File: config.mk
export PLATFORM = sky130hd
export DESIGN_NAME = blkmv_seq
export DESIGN_NICKNAME = d
export VERILOG_FILES = /design/src/rtl/blkmv_pkg.sv /design/src/rtl/blkmv_ofs.sv /design/src/rtl/blkmv_regs.sv /design/src/rtl/blkmv_ctrl.sv /design/src/rtl/blkmv_seq.sv
export SDC_FILE = /design/constraint.sdc
export NUM_CORES = 1
export LEC_CHECK = 0
export BUFFER_PORTS_ARGS = -buffer_cell sky130_fd_sc_hd__buf_2
export CAP_MARGIN = 25
export CELL_PAD_IN_SITES_DETAIL_PLACEMENT = 0
export CELL_PAD_IN_SITES_GLOBAL_PLACEMENT = 1
export CORE_MARGIN = 5
export CORE_UTILIZATION = 34
export DETAILED_ROUTE_END_ITERATION = 10
export PLACE_DENSITY_LB_ADDON = 0.2
export SLEW_MARGIN = 5
export SYNTH_ARGS = -nofsm -noshare
export SYNTH_HDL_FRONTEND = slang
export SYNTH_SLANG_ARGS = --single-unit
File: constraint.sdc
create_clock -name clk -period 2.9 [get_ports clk]
set_clock_uncertainty 0.05 [all_clocks]
set_input_delay 0.435 -clock clk [delete_from_list [all_inputs] [get_ports clk]]
set_output_delay 0.435 -clock clk [all_outputs]
set_load 0.005 [all_outputs]
File: src/rtl/blkmv_pkg.sv
package blkmv_pkg;
  typedef enum logic [2:0] {
    ST_IDLE,
    ST_FOP,
    ST_FDB,
    ST_FSB,
    ST_RSRC,
    ST_WDST,
    ST_UPD1,
    ST_UPD2
  } mv_state_t;
endpackage

File: src/rtl/blkmv_ofs.sv
// One 16-bit offset/count register: load, then step up or down with natural wrap.
module blkmv_ofs #(
  parameter int OFS_W = 16
) (
  input  logic             clk,
  input  logic             rst,
  input  logic             load,
  input  logic             step,
  input  logic             dec,
  input  logic [OFS_W-1:0] d_in,
  output logic [OFS_W-1:0] q
);
  always_ff @(posedge clk) begin
    if (rst) begin
      q <= '0;
    end else if (load) begin
      q <= d_in;
    end else if (step) begin
      q <= dec ? q - 1'b1 : q + 1'b1;
    end
  end
endmodule

File: src/rtl/blkmv_regs.sv
// Architectural state touched by the move: offsets, count, banks, instruction address.
module blkmv_regs #(
  parameter int OFS_W     = 16,
  parameter int BANK_W    = 8,
  parameter int INSTR_LEN = 3,
  localparam int ADDR_W   = BANK_W + OFS_W
) (
  input  logic              clk,
  input  logic              rst,
  input  logic              load,
  input  logic              step,
  input  logic              dbank_wr,
  input  logic              sbank_wr,
  input  logic              fin,
  input  logic              fin_rewind,
  input  logic              desc_in,
  input  logic [OFS_W-1:0]  x_in,
  input  logic [OFS_W-1:0]  y_in,
  input  logic [OFS_W-1:0]  cnt_in,
  input  logic [ADDR_W-1:0] pc_in,
  input  logic [BANK_W-1:0] bank_d,
  output logic [OFS_W-1:0]  x_q,
  output logic [OFS_W-1:0]  y_q,
  output logic [OFS_W-1:0]  cnt_q,
  output logic [BANK_W-1:0] dbank_q,
  output logic [BANK_W-1:0] sbank_q,
  output logic [ADDR_W-1:0] pc_q,
  output logic [ADDR_W-1:0] pc_out_q,
  output logic              cnt_wrapped
);
  localparam int N_REG = 3;
  localparam int I_CNT = N_REG - 1;

  logic             desc_q;
  logic [OFS_W-1:0] ld_v [N_REG];
  logic [OFS_W-1:0] cur  [N_REG];

  assign ld_v[0] = x_in;
  assign ld_v[1] = y_in;
  assign ld_v[2] = cnt_in;

  genvar gi;
  generate
    for (gi = 0; gi < N_REG; gi++) begin : g_ofs
      logic dec_sel;
      if (gi == I_CNT) begin : g_cnt
        assign dec_sel = 1'b1;
      end else begin : g_idx
        assign dec_sel = desc_q;
      end
      blkmv_ofs #(.OFS_W(OFS_W)) u_ofs (
        .clk  (clk),
        .rst  (rst),
        .load (load),
        .step (step),
        .dec  (dec_sel),
        .d_in (ld_v[gi]),
        .q    (cur[gi])
      );
    end
  endgenerate

  assign x_q         = cur[0];
  assign y_q         = cur[1];
  assign cnt_q       = cur[I_CNT];
  assign cnt_wrapped = (cnt_q == '1);

  always_ff @(posedge clk) begin
    if (rst) begin
      desc_q   <= 1'b0;
      dbank_q  <= '0;
      sbank_q  <= '0;
      pc_q     <= '0;
      pc_out_q <= '0;
    end else begin
      if (load) begin
        desc_q <= desc_in;
        pc_q   <= pc_in;
      end
      if (dbank_wr) dbank_q <= bank_d;
      if (sbank_wr) sbank_q <= bank_d;
      if (fin) begin
        pc_out_q <= fin_rewind ? pc_q
                  : {pc_q[ADDR_W-1:OFS_W], pc_q[OFS_W-1:0] + OFS_W'(INSTR_LEN)};
      end
    end
  end


  cnt_step_chk: assert property (@(posedge clk) disable iff (rst)
    step |=> (cnt_q == $past(cnt_q) - 1'b1));


  x_bank_stay_chk: assert property (@(posedge clk) disable iff (rst)
    (step && !desc_in && !load && !desc_q) |=> (x_q == $past(x_q) + 1'b1));
endmodule

File: src/rtl/blkmv_ctrl.sv
// Seven-cycle per-byte sequencer with interrupt checkpoint on the last cycle.
module blkmv_ctrl
  import blkmv_pkg::*;
(
  input  logic      clk,
  input  logic      rst,
  input  logic      start,
  input  logic      irq_pend,
  input  logic      cnt_wrapped,
  output mv_state_t state_q,
  output logic      load,
  output logic      step,
  output logic      dbank_wr,
  output logic      sbank_wr,
  output logic      fin,
  output logic      fin_rewind,
  output logic      beat_end,
  output logic      beat_more,
  output logic      busy_q,
  output logic      reexec_q
);
  mv_state_t state_d;

  always_comb begin
    load       = (state_q == ST_IDLE) && start;
    dbank_wr   = (state_q == ST_FSB);
    sbank_wr   = (state_q == ST_RSRC);
    step       = (state_q == ST_UPD1);
    beat_end   = (state_q == ST_UPD2);
    beat_more  = beat_end && !cnt_wrapped;
    fin        = beat_end && (!beat_more || irq_pend);
    fin_rewind = beat_more;
    case (state_q)
      ST_IDLE: state_d = start ? ST_FOP : ST_IDLE;
      ST_FOP:  state_d = ST_FDB;
      ST_FDB:  state_d = ST_FSB;
      ST_FSB:  state_d = ST_RSRC;
      ST_RSRC: state_d = ST_WDST;
      ST_WDST: state_d = ST_UPD1;
      ST_UPD1: state_d = ST_UPD2;
      ST_UPD2: state_d = fin ? ST_IDLE : ST_FOP;
      default: state_d = ST_IDLE;
    endcase
  end

  always_ff @(posedge clk) begin
    if (rst) begin
      state_q  <= ST_IDLE;
      busy_q   <= 1'b0;
      reexec_q <= 1'b0;
    end else begin
      state_q <= state_d;
      if (load) begin
        busy_q   <= 1'b1;
        reexec_q <= 1'b0;
      end else if (fin) begin
        busy_q   <= 1'b0;
        reexec_q <= fin_rewind;
      end
    end
  end


  reexec_irq_chk: assert property (@(posedge clk) disable iff (rst)
    $rose(reexec_q) |-> $past(irq_pend));


  fetch_after_end_chk: assert property (@(posedge clk) disable iff (rst)
    (state_q == ST_FOP) |-> ($past(state_q) == ST_UPD2 || $past(state_q) == ST_IDLE));
endmodule

File: src/rtl/blkmv_seq.sv
// Top: block-move sequencer with one synchronous memory port.
module blkmv_seq
  import blkmv_pkg::*;
#(
  parameter int OFS_W     = 16,
  parameter int BANK_W    = 8,
  parameter int DATA_W    = 8,
  parameter int INSTR_LEN = 3,
  localparam int ADDR_W   = BANK_W + OFS_W
) (
  input  logic              clk,
  input  logic              rst,
  input  logic              start,
  input  logic              dir_desc,
  input  logic [ADDR_W-1:0] pc_in,
  input  logic [OFS_W-1:0]  x_in,
  input  logic [OFS_W-1:0]  y_in,
  input  logic [OFS_W-1:0]  cnt_in,
  input  logic              irq_pend,
  output logic [ADDR_W-1:0] mem_addr,
  output logic              mem_rd,
  output logic              mem_wr,
  output logic [DATA_W-1:0] mem_wdata,
  input  logic [DATA_W-1:0] mem_rdata,
  output logic              busy,
  output logic              reexec,
  output logic              beat_end,
  output logic              beat_more,
  output logic [OFS_W-1:0]  x_out,
  output logic [OFS_W-1:0]  y_out,
  output logic [OFS_W-1:0]  cnt_out,
  output logic [BANK_W-1:0] dbank_out,
  output logic [ADDR_W-1:0] pc_out
);
  mv_state_t         state;
  logic              load, step, dbank_wr, sbank_wr, fin, fin_rewind, cnt_wrapped;
  logic [BANK_W-1:0] sbank;
  logic [ADDR_W-1:0] pc_cur;

  blkmv_ctrl u_ctrl (
    .clk         (clk),
    .rst         (rst),
    .start       (start),
    .irq_pend    (irq_pend),
    .cnt_wrapped (cnt_wrapped),
    .state_q     (state),
    .load        (load),
    .step        (step),
    .dbank_wr    (dbank_wr),
    .sbank_wr    (sbank_wr),
    .fin         (fin),
    .fin_rewind  (fin_rewind),
    .beat_end    (beat_end),
    .beat_more   (beat_more),
    .busy_q      (busy),
    .reexec_q    (reexec)
  );

  blkmv_regs #(.OFS_W(OFS_W), .BANK_W(BANK_W), .INSTR_LEN(INSTR_LEN)) u_regs (
    .clk         (clk),
    .rst         (rst),
    .load        (load),
    .step        (step),
    .dbank_wr    (dbank_wr),
    .sbank_wr    (sbank_wr),
    .fin         (fin),
    .fin_rewind  (fin_rewind),
    .desc_in     (dir_desc),
    .x_in        (x_in),
    .y_in        (y_in),
    .cnt_in      (cnt_in),
    .pc_in       (pc_in),
    .bank_d      (mem_rdata[BANK_W-1:0]),
    .x_q         (x_out),
    .y_q         (y_out),
    .cnt_q       (cnt_out),
    .dbank_q     (dbank_out),
    .sbank_q     (sbank),
    .pc_q        (pc_cur),
    .pc_out_q    (pc_out),
    .cnt_wrapped (cnt_wrapped)
  );

  function automatic logic [ADDR_W-1:0] fetch_addr(input logic [ADDR_W-1:0] base,
                                                   input int unsigned k);
    return {base[ADDR_W-1:OFS_W], base[OFS_W-1:0] + OFS_W'(k)};
  endfunction

  always_comb begin
    mem_addr  = '0;
    mem_rd    = 1'b0;
    mem_wr    = 1'b0;
    mem_wdata = mem_rdata;
    case (state)
      ST_FOP:  begin mem_addr = fetch_addr(pc_cur, 0); mem_rd = 1'b1; end
      ST_FDB:  begin mem_addr = fetch_addr(pc_cur, 1); mem_rd = 1'b1; end
      ST_FSB:  begin mem_addr = fetch_addr(pc_cur, 2); mem_rd = 1'b1; end
      ST_RSRC: begin mem_addr = {mem_rdata[BANK_W-1:0], x_out}; mem_rd = 1'b1; end
      ST_WDST: begin mem_addr = {dbank_out, y_out}; mem_wr = 1'b1; end
      default: ;
    endcase
  end


  rw_excl_chk: assert property (@(posedge clk) disable iff (rst)
    !(mem_rd && mem_wr));


  wr_after_rd_chk: assert property (@(posedge clk) disable iff (rst)
    mem_wr |-> $past(mem_rd));


  src_bank_kept_chk: assert property (@(posedge clk) disable iff (rst)
    mem_wr |-> ($past(mem_addr[ADDR_W-1:OFS_W]) == sbank));


  busy_end_chk: assert property (@(posedge clk) disable iff (rst)
    $fell(busy) |-> $past(beat_end));
endmodule

==> results of run 1 <==
## stage by stage
step,std cells,setup slack [ps],hold slack (ps),total power (W)
6_report,1418,113.9,257.0,0.003937
3_3_place_gp,1403,245.6,390.4,0.002742
5_1_grt,1418,7.999,261.0,0.004155
3_5_place_dp,1403,176.1,391.5,0.002741
2_1_floorplan,958,46.29,395.5,0.002337
4_1_cts,1418,10.49,248.6,0.003983
## area by class of cell
cell class | count | area (um2)
Tap cell | 275 | 344.1
Multi-Input combinational cell | 763 | 4679
Inverter | 15 | 56.30
Timing Repair Buffer | 240 | 1336
Fill cell | 2310 | 12050
Clock buffer | 9 | 225.2
Clock inverter | 6 | 53.80
Sequential cell | 110 | 2215
## power by group through the flow
stage	registers, W	clock network (W)	logic (W)
detailed placement	0.00178	0	0.000957
global placement	0.00178	0	0.000958
finish	0.00175	0.00123	0.000958
global route	0.00177	0.00132	0.00107
floorplan	0.00173	0	0.000610
CTS	0.00175	0.00127	0.000961
## layer usage
metal,up-vias,global-route usage [%],wire length [um]
li1,3774,-,-
met1,3523,29.36,12280
met2,190,34.47,12390
met3,28,2.469,1114
met4,0,5.836,442
met5,-,0,0
## kinds of logic (layout without fill, tap and decap cells)
kind of cell / after synthesis / in the layout / share of synthesized area (%)
buffers and inverters: 85 / 270 / 5.125
adders and majority gates: 39 / 39 / 6.961
and+or+nand+nor: 377 / 377 / 23.41
AOI/OAI and AO/OA: 263 / 263 / 23.29
DFF: 110 / 110 / 30.48
xor gates and xnor gates: 54 / 54 / 6.545
muxes: 30 / 30 / 4.190
## tightest hold or removal path, stage by stage
cell	delay (ps)
buf_2	90
nand2_1	40
a21oi_1	50
## path summary, 6_finish.rpt
kind / endpoint / cells past startpoint
worst max-delay path: mem_addr[13] / 8
worst min-delay path: u_regs.pc_q[5]$_SDFFE_PP0P_ / 3
worst min register to register: u_regs.pc_out_q[1]$_SDFFE_PP0P_ / 2
worst max register to register: u_regs.g_ofs[1].u_ofs.q[15]$_SDFFE_PP0P_ / 9
## repair_timing
| action | 4_1_cts | 5_1_grt |
|---|---|---|
| endpoints found under the setup margin | 0 | 17 |
| buffers inserted | 0 | 0 |
| gates resized for setup | 0 | 12 |
| endpoints found under the hold margin | 0 | 0 |
## registers in the layout (all words and copies together) (netlist names)
| signal | cells |
|---|---|
| u_ctrl.reexec_q | 1 |
| u_regs.pc_q | 24 |
| u_regs.dbank_q | 8 |
| u_regs.pc_out_q | 24 |
| u_regs.desc_q | 1 |
| u_ctrl.busy_q | 1 |
| u_regs.g_ofs.u_ofs.q | 48 |
| u_ctrl.state_q | 3 |
## cell usage in the layout, fill, tap and decap left out, types with 10 or more instances in the layout
| cell type | synthesis | layout |
|---|---|---|
| nand2_1 | 135 | 134 |
| ha_1 | 37 | 35 |
| o21ai_0 | 36 | 36 |
| xnor2_1 | 31 | 31 |
| inv_1 | 15 | 15 |
| dfxtp_1 | 110 | 104 |
| buf_4 | 10 | 36 |
| a21oi_1 | 100 | 100 |
| nor2_1 | 154 | 154 |
| xor2_1 | 23 | 23 |
| a21o_1 | 12 | 12 |
| a221oi_1 | 12 | 12 |
| mux2i_1 | 28 | 28 |
| nand4_1 | 10 | 10 |
| nand3_1 | 18 | 17 |
| a211oi_1 | 26 | 26 |
| buf_2 | 5 | 201 |
==> results.json, run 1 <==
{
  "timing.rr.start": "u_regs.desc_q$_SDFFE_PP0P_",
  "hold_viol_final": 0,
  "path_class": "reg -> out",
  "synth.most_common_cell": "nor2_1",
  "post-route-period-util_pct": 96.07,
  "drtIter0Drc": 495,
  "drc_errors": 0,
  "rows": 53,
  "crit_buf_inv": 1,
  "via_per_inst": 5.300,
  "hpwlAfterDp_um": 19930,
  "yosys-top-cells-area": "dfxtp_1 30%, nor2_1 8.0%, nand2_1 7.0%",
  "cts_buffers": 9,
  "rrSetupSlack_ps": 210,
  "rsz0062_at_grt": "false",
  "yosysTopAreaCell": "dfxtp_1",
  "synth_top_area_share_pct": 30.48,
  "combPwrFrac_pct": 24.3,
  "drive_above_1_share_pct": 24.76,
  "h-tree-depth": 3,
  "finalSetupTns_ps": 0,
  "area_growth_pct": 23.31,
  "clock_path_buffers": 2,
  "syn_area_um2": 7226,
  "cp.required_ps": 2410,
  "crit_path_start_kind": "register",
  "post_dp_cell_area_um2": 8603,
  "die_y_um": 155.8,
  "p_switching_w": 0.001333,
  "antenna_left": 0,
  "cp_cell_sequence": "and4_1 > and3_1 > nand3_1 > nor2_1 > xor2_1 > a21oi_1 > nor2_1 > buf_2",
  "ys.warnings.count": 0,
  "portBuffers": 202,
  "routedWlPerCell_um": 18.49,
  "cap_violations": 0,
  "track_usage_pct": 21.06,
  "pwr-share-clk_pct": 31.2,
  "ys.flop_type": "dfxtp_1",
  "syn_area_per_cell_um2": 7.542,
  "fin_util_pct": 42.52,
  "dr.pass1.iters": 7,
  "worst_path_most_repeated_cell": "nor2_1",
  "ys_types": 65,
  "synth_commonest_cells": "154 x nor2_1, 135 x nand2_1, 110 x dfxtp_1, 100 x a21oi_1, 45 x clkbuf_1",
  "internal_power_w": 0.002605,
  "path_delay_family": "simple AND/OR/NAND/NOR gates",
  "worstPathMaxFanout": 6,
  "finalMaxSlewViolations": 0,
  "hp-class": "in -> reg",
  "start_util_pct": 34.48,
  "grt_antenna_before_repair": 0,
  "cp_slowest_cell": "dfxtp_1",
  "root_buffer": "clkbuf_16",
  "clkSinkCount": 110,
  "min_period_ps": 2786,
  "grt_pass1_vias": 7377,
  "die_w_um": 155.8,
  "synth_seq_cells": 110,
  "die_area_um2": 24270,
  "grt_pass1_wl_um": 41150,
  "endpoint_kind": "output port",
  "p_sw_share_pct": 33.85,
  "ios": 203,
  "vias": 7515,
  "slowest_delay_ps": 480,
  "totalWireLength_um": 26220,
  "ctsHoldBuffers": 0,
  "diodes": 0,
  "core_um2": 20960,
  "cts.clk_slew.worst_paths_ps": 70,
  "final_nets": 1263,
  "critical_path.startpoint": "u_regs.pc_q[9]$_SDFFE_PP0P_",
  "clkLatencyLatePin_ps": 360,
  "max_clock_freq_mhz": 358.9,
  "hold_start": "pc_in[5]",
  "stdcell_area_um2": 8910,
  "netlist_instances": 958,
  "synthArstFlopShare_pct": 0,
  "tightestPinTransition_ps": 672.6,
  "seq_area_frac_synth_pct": 30.48,
  "grt_max_degree": 57,
  "cts_tree": "done",
  "power.density_nw_per_um2": 441.9,
  "slew_headroom_pct": 54.99,
  "synth_edf_count": 0,
  "setup_viol": 0,
  "gp_congestion": 0.8926,
  "irDropWorstVdd_mv": 0.2597,
  "seq_power_share_pct": 44.4,
  "status": "finished, final reports clean",
  "gr-total-overflow": 0,
  "p_leak_nw": 3.884,
  "syn-num-nets": 1082,
  "arrival_ps": 2300
}
Power figures use the tool's default switching activity.
==> run 2, diff against run 1 <==
--- a/config.mk
+++ b/config.mk
@@ -13,6 +13,7 @@
 export CORE_UTILIZATION = 34
 export DETAILED_ROUTE_END_ITERATION = 10
 export PLACE_DENSITY_LB_ADDON = 0.2
+export SETUP_SLACK_MARGIN = 0.2
 export SLEW_MARGIN = 5
 export SYNTH_ARGS = -nofsm -noshare
 export SYNTH_HDL_FRONTEND = slang
==> run 2 against run 1 <==
Effect of this change:
- first-iteration DRC count down 23%
- sequential power about the same
- total power up 1.1%
- global-route usage down 0.44 points
- cell area up 1.7%
- register-to-register slack better by 80 ps
- utilization up 0.73 points
- sequential share of layout area down 0.32 points
- sequential cell count unchanged
- combinational power up 2.6%
- hold slack worse by 1.5 ps
- clock-buffer cell count up 1
- largest power group unchanged
- highest routed layer unchanged
==> results.json, run 2 (synthesis gave the netlist of run 1 again) <==
{
  "endpoint_kind": "register",
  "area_growth_pct": 25.42,
  "finalMaxSlewViolations": 0,
  "holdWs_ps": 255.5,
  "root_buffer": "clkbuf_16",
  "setup_viol": 0,
  "p_sw_share_pct": 33.78,
  "max_flop_register": "u_regs.g_ofs.u_ofs.q",
  "post_dp_cell_area_um2": 8670,
  "pwr-share-clk_pct": 31.5,
  "final_nets": 1280,
  "power.density_nw_per_um2": 439.5,
  "multi_input_area_um2": 4693,
  "hold_viol_final": 0,
  "cp_slowest_cell": "dfxtp_4",
  "tightestPinTransition_ps": 660.6,
  "start_util_pct": 34.48,
  "slowest_delay_ps": 420,
  "p_switching_w": 0.001345,
  "grt_pass1_wl_um": 40280,
  "largest_register_ffs": 48,
  "hpwlAfterDp_um": 20040,
  "grt_antenna_before_repair": 1,
  "max_clock_freq_mhz": 383.2,
  "clkLatencyLatePin_ps": 360,
  "status": "finished, final reports clean",
  "drive_above_1_share_pct": 26.61,
  "die_y_um": 155.8,
  "layout_commonest_cell": "buf_2",
  "gp_congestion": 0.9199,
  "clock_path_buffers": 2,
  "hp-class": "in -> reg",
  "ctsHoldBuffers": 0,
  "routedWlPerCell_um": 17.98,
  "crit_buf_inv": 2,
  "drtIter0Drc": 379,
  "cts_buffers": 9,
  "die_area_um2": 24270,
  "drc_errors": 0,
  "cap_violations": 0,
  "ios": 203,
  "r2r_cells": 10,
  "path_class": "reg -> reg",
  "rows": 53,
  "portBuffers": 202,
  "p_leak_nw": 3.977,
  "post-route-period-util_pct": 90.00,
  "fin_ws_ps": 290.1,
  "totalWireLength_um": 25840,
  "grt_max_degree": 62,
  "min_period_ps": 2610,
  "path_depth": 10,
  "combPwrFrac_pct": 24.7,
  "antenna_left": 0,
  "h-tree-depth": 3,
  "top_regs": "u_regs.g_ofs.u_ofs.q x48, u_regs.pc_out_q x24, u_regs.pc_q x24",
  "gr-total-overflow": 0,
  "cp.required_ps": 3150,
  "regArea_um2": 2223,
  "core_um2": 20960,
  "seq_power_share_pct": 43.8,
  "rsz0062_at_grt": "true",
  "cp_cell_sequence": "buf_8 > buf_4 > fa_1 > a21oi_1 > o21ai_0 > a21oi_1 > nor2b_1 > o21ai_0 > mux2_2 > a21oi_1",
  "whs_path_depth": 3,
  "final_cell_mix": "201 x buf_2, 152 x nor2_1, 135 x nand2_1",
  "fin_util_pct": 43.25,
  "finalSetupTns_ps": 0,
  "worstPathMaxFanout": 14,
  "clkSinkCount": 110,
  "arrival_ps": 2860,
  "slew_headroom_pct": 55.79,
  "cts.clk_slew.worst_paths_ps": 80,
  "cts_tree": "done",
  "grt_pass1_vias": 7101,
  "worst_path_most_repeated_cell": "a21oi_1",
  "die_w_um": 155.8,
  "irDropWorstVdd_mv": 0.2770,
  "via_per_inst": 5.195,
  "path_delay_family": "compound AO/OA/AOI/OAI gates",
  "crit_path_start_kind": "register",
  "stdcell_area_um2": 9062,
  "vias": 7465,
  "post-place-ws_ps": 99.95,
  "n_fill_cell": 2287,
  "internal_power_w": 0.002637,
  "dr.pass1.iters": 5,
  "track_usage_pct": 20.62
}
[run 2: cell count changes in the layout (fill, tap and decap cells not counted), moves of 2 or more]
| cell | before | now |
|---|---|---|
| o21ai_0 | 36 | 32 |
| nor2_2 | 2 | 4 |
| dfxtp_1 | 104 | 99 |
| clkinv_8 | 0 | 2 |
| o21ai_1 | 1 | 5 |
| buf_12 | 3 | 1 |
| dfxtp_2 | 4 | 8 |
| nor2_1 | 154 | 152 |
| buf_4 | 36 | 54 |
[run 2: final timing paths]
kind / startpoint / end / slack [ps]
max: u_regs.desc_q$_SDFFE_PP0P_ / u_regs.g_ofs[0].u_ofs.q[8]$_SDFFE_PP0P_ / 290
min: pc_in[9] / u_regs.pc_q[9]$_SDFFE_PP0P_ / 260
max reg2reg: u_regs.desc_q$_SDFFE_PP0P_ / u_regs.g_ofs[0].u_ofs.q[8]$_SDFFE_PP0P_ / 290
min reg2reg: u_regs.pc_out_q[19]$_SDFFE_PP0P_ / u_regs.pc_out_q[19]$_SDFFE_PP0P_ / 400
[run 2: timing repair]
item	in CTS	in global routing
pin swaps	0	4
resized for setup	5	20
setup buffers	0	5
endpoints found under the setup margin	19	18
[run 2: final cells by class]
| class | count | area share (%) |
|---|---|---|
| repair buffers | 257 | 15.96 |
| clock buffers | 10 | 2.527 |
| flip-flops and latches | 110 | 24.53 |
| diodes | 1 | 0.02761 |
| well taps | 275 | 3.797 |
| multi-input cells | 763 | 51.79 |
| clock inverters | 6 | 0.7455 |
| inverters | 15 | 0.6213 |
[run 2: worst register-to-register path, cell delays in order (launching register included)]
cell	delay (ps)
dfxtp_4	420
buf_8	180
buf_4	170
fa_1	400
a21oi_1	210
o21ai_0	100
a21oi_1	260
nor2b_1	100
o21ai_0	180
mux2_2	350
a21oi_1	130
[run 2: metrics by stage]
| step | cells | total power [W] |
|---|---|---|
| after global routing | 1437 | 0.004212 |
| after detailed placement | 1415 | 0.002749 |
| after CTS | 1431 | 0.004023 |
| final | 1437 | 0.003983 |
| after floorplan | 958 | 0.002337 |
| after global placement | 1415 | 0.002753 |
[run 2: routing by layer]
metal	up-vias	GRT usage (%)	wire length, um
met2	177	33.73	12120
met4	0	5.252	386
met5	-	0	0
li1	3814	-	-
met1	3451	29.00	12170
met3	23	2.358	1165
[run 2: power by group through the flow]
stage          Clock, W  Combinational, W  Sequential [W]
3_3_place_gp          0          0.000967         0.00179
2_1_floorplan         0          0.000610         0.00173
4_1_cts         0.00130          0.000970         0.00175
6_report        0.00125          0.000983         0.00175
5_1_grt         0.00136           0.00109         0.00176
3_5_place_dp          0          0.000964         0.00179
==> run 3, diff against run 2 <==
--- a/config.mk
+++ b/config.mk
@@ -10,11 +10,13 @@
 export CELL_PAD_IN_SITES_DETAIL_PLACEMENT = 0
 export CELL_PAD_IN_SITES_GLOBAL_PLACEMENT = 1
 export CORE_MARGIN = 5
-export CORE_UTILIZATION = 34
+export CORE_UTILIZATION = 37
 export DETAILED_ROUTE_END_ITERATION = 10
 export PLACE_DENSITY_LB_ADDON = 0.2
 export SETUP_SLACK_MARGIN = 0.2
+export SKIP_LAST_GASP = 1
 export SLEW_MARGIN = 5
 export SYNTH_ARGS = -nofsm -noshare
 export SYNTH_HDL_FRONTEND = slang
+export SYNTH_HIERARCHICAL = 1
 export SYNTH_SLANG_ARGS = --single-unit
==> run 3 against run 2 <==
Effect of this change:
- cell area is 9.7% higher
- register-to-register slack gained 130 ps
- critical path type is now reg -> out
- via count up 8.5%
- utilization rose by 0.95 points
- hold slack lost 8.8 ps
- cell count is 2.4% higher
- sequential power grew 29%
- largest power group is now combinational cells
- critical path depth shrank 5
- die area up 6.2%
- highest routed layer unchanged
==> results.json, run 3 <==
{
  "status": "finished, final reports clean",
  "grt_pass1_vias": 7734,
  "r2r_cells": 8,
  "finalSetupTns_ps": 0,
  "grt_max_degree": 68,
  "gp_congestion": 0.9086,
  "regArea_um2": 2208,
  "cts.clk_slew.worst_paths_ps": 90,
  "ctsHoldBuffers": 0,
  "cts_buffers": 9,
  "portBuffers": 202,
  "crit_path_start_kind": "register",
  "die_area_um2": 25770,
  "final_cell_mix": "201 x buf_2, 113 x nor2_1, 107 x dfxtp_1",
  "ios": 203,
  "hpwlAfterDp_um": 20570,
  "setup_viol": 0,
  "track_usage_pct": 20.31,
  "rows": 55,
  "clkLatencyLatePin_ps": 360,
  "syn_area_per_cell_um2": 8.318,
  "post_dp_cell_area_um2": 9572,
  "post-route-period-util_pct": 89.19,
  "largest_register_ffs": 48,
  "max_clock_freq_mhz": 386.6,
  "drc_errors": 0,
  "rsz0062_at_grt": "false",
  "dr.pass1.iters": 6,
  "cp.required_ps": 2410,
  "stdcell_area_um2": 9945,
  "netlist_instances": 1008,
  "layout_commonest_cell": "buf_2",
  "die_w_um": 160.5,
  "hp-class": "in -> reg",
  "hold_viol_final": 0,
  "drtIter0Drc": 556,
  "whs_path_depth": 3,
  "via_per_inst": 5.504,
  "root_buffer": "clkbuf_16",
  "power_w": 0.007391,
  "die_y_um": 160.5,
  "gr-total-overflow": 0,
  "endpoint_kind": "output port",
  "final_nets": 1319,
  "min_period_ps": 2586,
  "start_util_pct": 37.26,
  "p_leak_nw": 4.249,
  "grt_antenna_before_repair": 0,
  "clkSinkCount": 110,
  "vias": 8102,
  "clock_path_buffers": 2,
  "ys.warnings.count": 6,
  "path_class": "reg -> out",
  "core_um2": 22500,
  "max_flop_register": "u_regs/g_ofs.u_ofs/q",
  "h-tree-depth": 3,
  "drive_above_1_share_pct": 25.11,
  "n_fill_cell": 2307,
  "cap_violations": 0,
  "multi_input_area_um2": 5720,
  "holdWs_ps": 246.7,
  "totalWireLength_um": 27210,
  "syn_area_um2": 8384,
  "tightestPinTransition_ps": 764.7,
  "finalMaxSlewViolations": 0,
  "area_growth_pct": 18.61,
  "slew_headroom_pct": 49.02,
  "cts_tree": "done",
  "irDropWorstVdd_mv": 0.3104,
  "power.density_nw_per_um2": 743.2,
  "grt_pass1_wl_um": 42920,
  "antenna_left": 0,
  "top_regs": "u_regs/g_ofs.u_ofs/q x48, u_regs/pc_out_q x24, u_regs/pc_q x24",
  "arrival_ps": 2100,
  "routedWlPerCell_um": 18.48,
  "worstPathMaxFanout": 10,
  "diodes": 0
}
run 3: cell count changes in the layout (fill, tap and decap cells not counted), sizes merged, moves of 12 or more:
cell,before,now
buf,257,227
nand2,135,50
ha,37,49
nand4,10,24
mux2i,28,73
nor3b,1,32
conb,0,16
inv,17,31
nor2,156,115
o22ai,8,33
nor2b,4,18
run 3: path summary, 6_finish.rpt:
kind,start,end,slack (ps)
setup / recovery,u_regs/pc_q[5]$_SDFFE_PP0P_,mem_addr[6],310
hold / removal,pc_in[10],u_regs/pc_q[10]$_SDFFE_PP0P_,250
setup reg to reg,u_regs/g_ofs[2].u_ofs/q[14]$_SDFFE_PP0P_,u_regs/pc_out_q[15]$_SDFFE_PP0P_,420
hold reg to reg,u_regs/pc_out_q[2]$_SDFFE_PP0P_,u_regs/pc_out_q[2]$_SDFFE_PP0P_,430
run 3: layout make-up:
| class | count | area share [%] |
|---|---|---|
| multi-input cells | 805 | 57.52 |
| repair buffers | 228 | 12.58 |
| flip-flops and latches | 110 | 22.21 |
| inverters | 28 | 1.082 |
| clock buffers | 9 | 2.265 |
| well taps | 285 | 3.586 |
| clock inverters | 7 | 0.7549 |
run 3: through the flow:
stage | utilization, % | std cells | worst slack, ps
global placement | 42.54 | 1453 | 325.2
finish | 44.19 | 1472 | 313.5
CTS | 43.91 | 1469 | 239.0
detailed placement | 42.54 | 1453 | 322.6
global route | 44.19 | 1472 | 213.8
floorplan | - | 1023 | 222.1
run 3: worst max-delay path: stages (launching register included):
cell and delay (ps):
dfxtp_1 640, and3_1 260, nand3_1 100, xnor2_1 140, o311ai_1 410, buf_2 200
run 3: routing by layer:
metal	vias up	share of wire, %	wire [um]	track usage (%)
met2	248	45	12220	32.25
met3	22	5.6	1514	3.490
met1	3772	48	13090	28.92
met5	-	0	0	0
li1	4060	-	-	-
met4	0	1.4	379	4.419
run 3: where the power goes:
part / total (W) / switching (W) / leakage [nW] / internal [W]
logic: 0.00386 / 0.00220 / 3.20 / 0.00165
clock network: 0.00128 / 0.000669 / 0.148 / 0.000613
registers: 0.00225 / 0.000452 / 0.899 / 0.00180
run 3: what timing repair did:
action	4_1_cts	5_1_grt
gates resized for setup	3	6
setup buffers	0	2
setup endpoints to repair	6	7
cloned	0	1
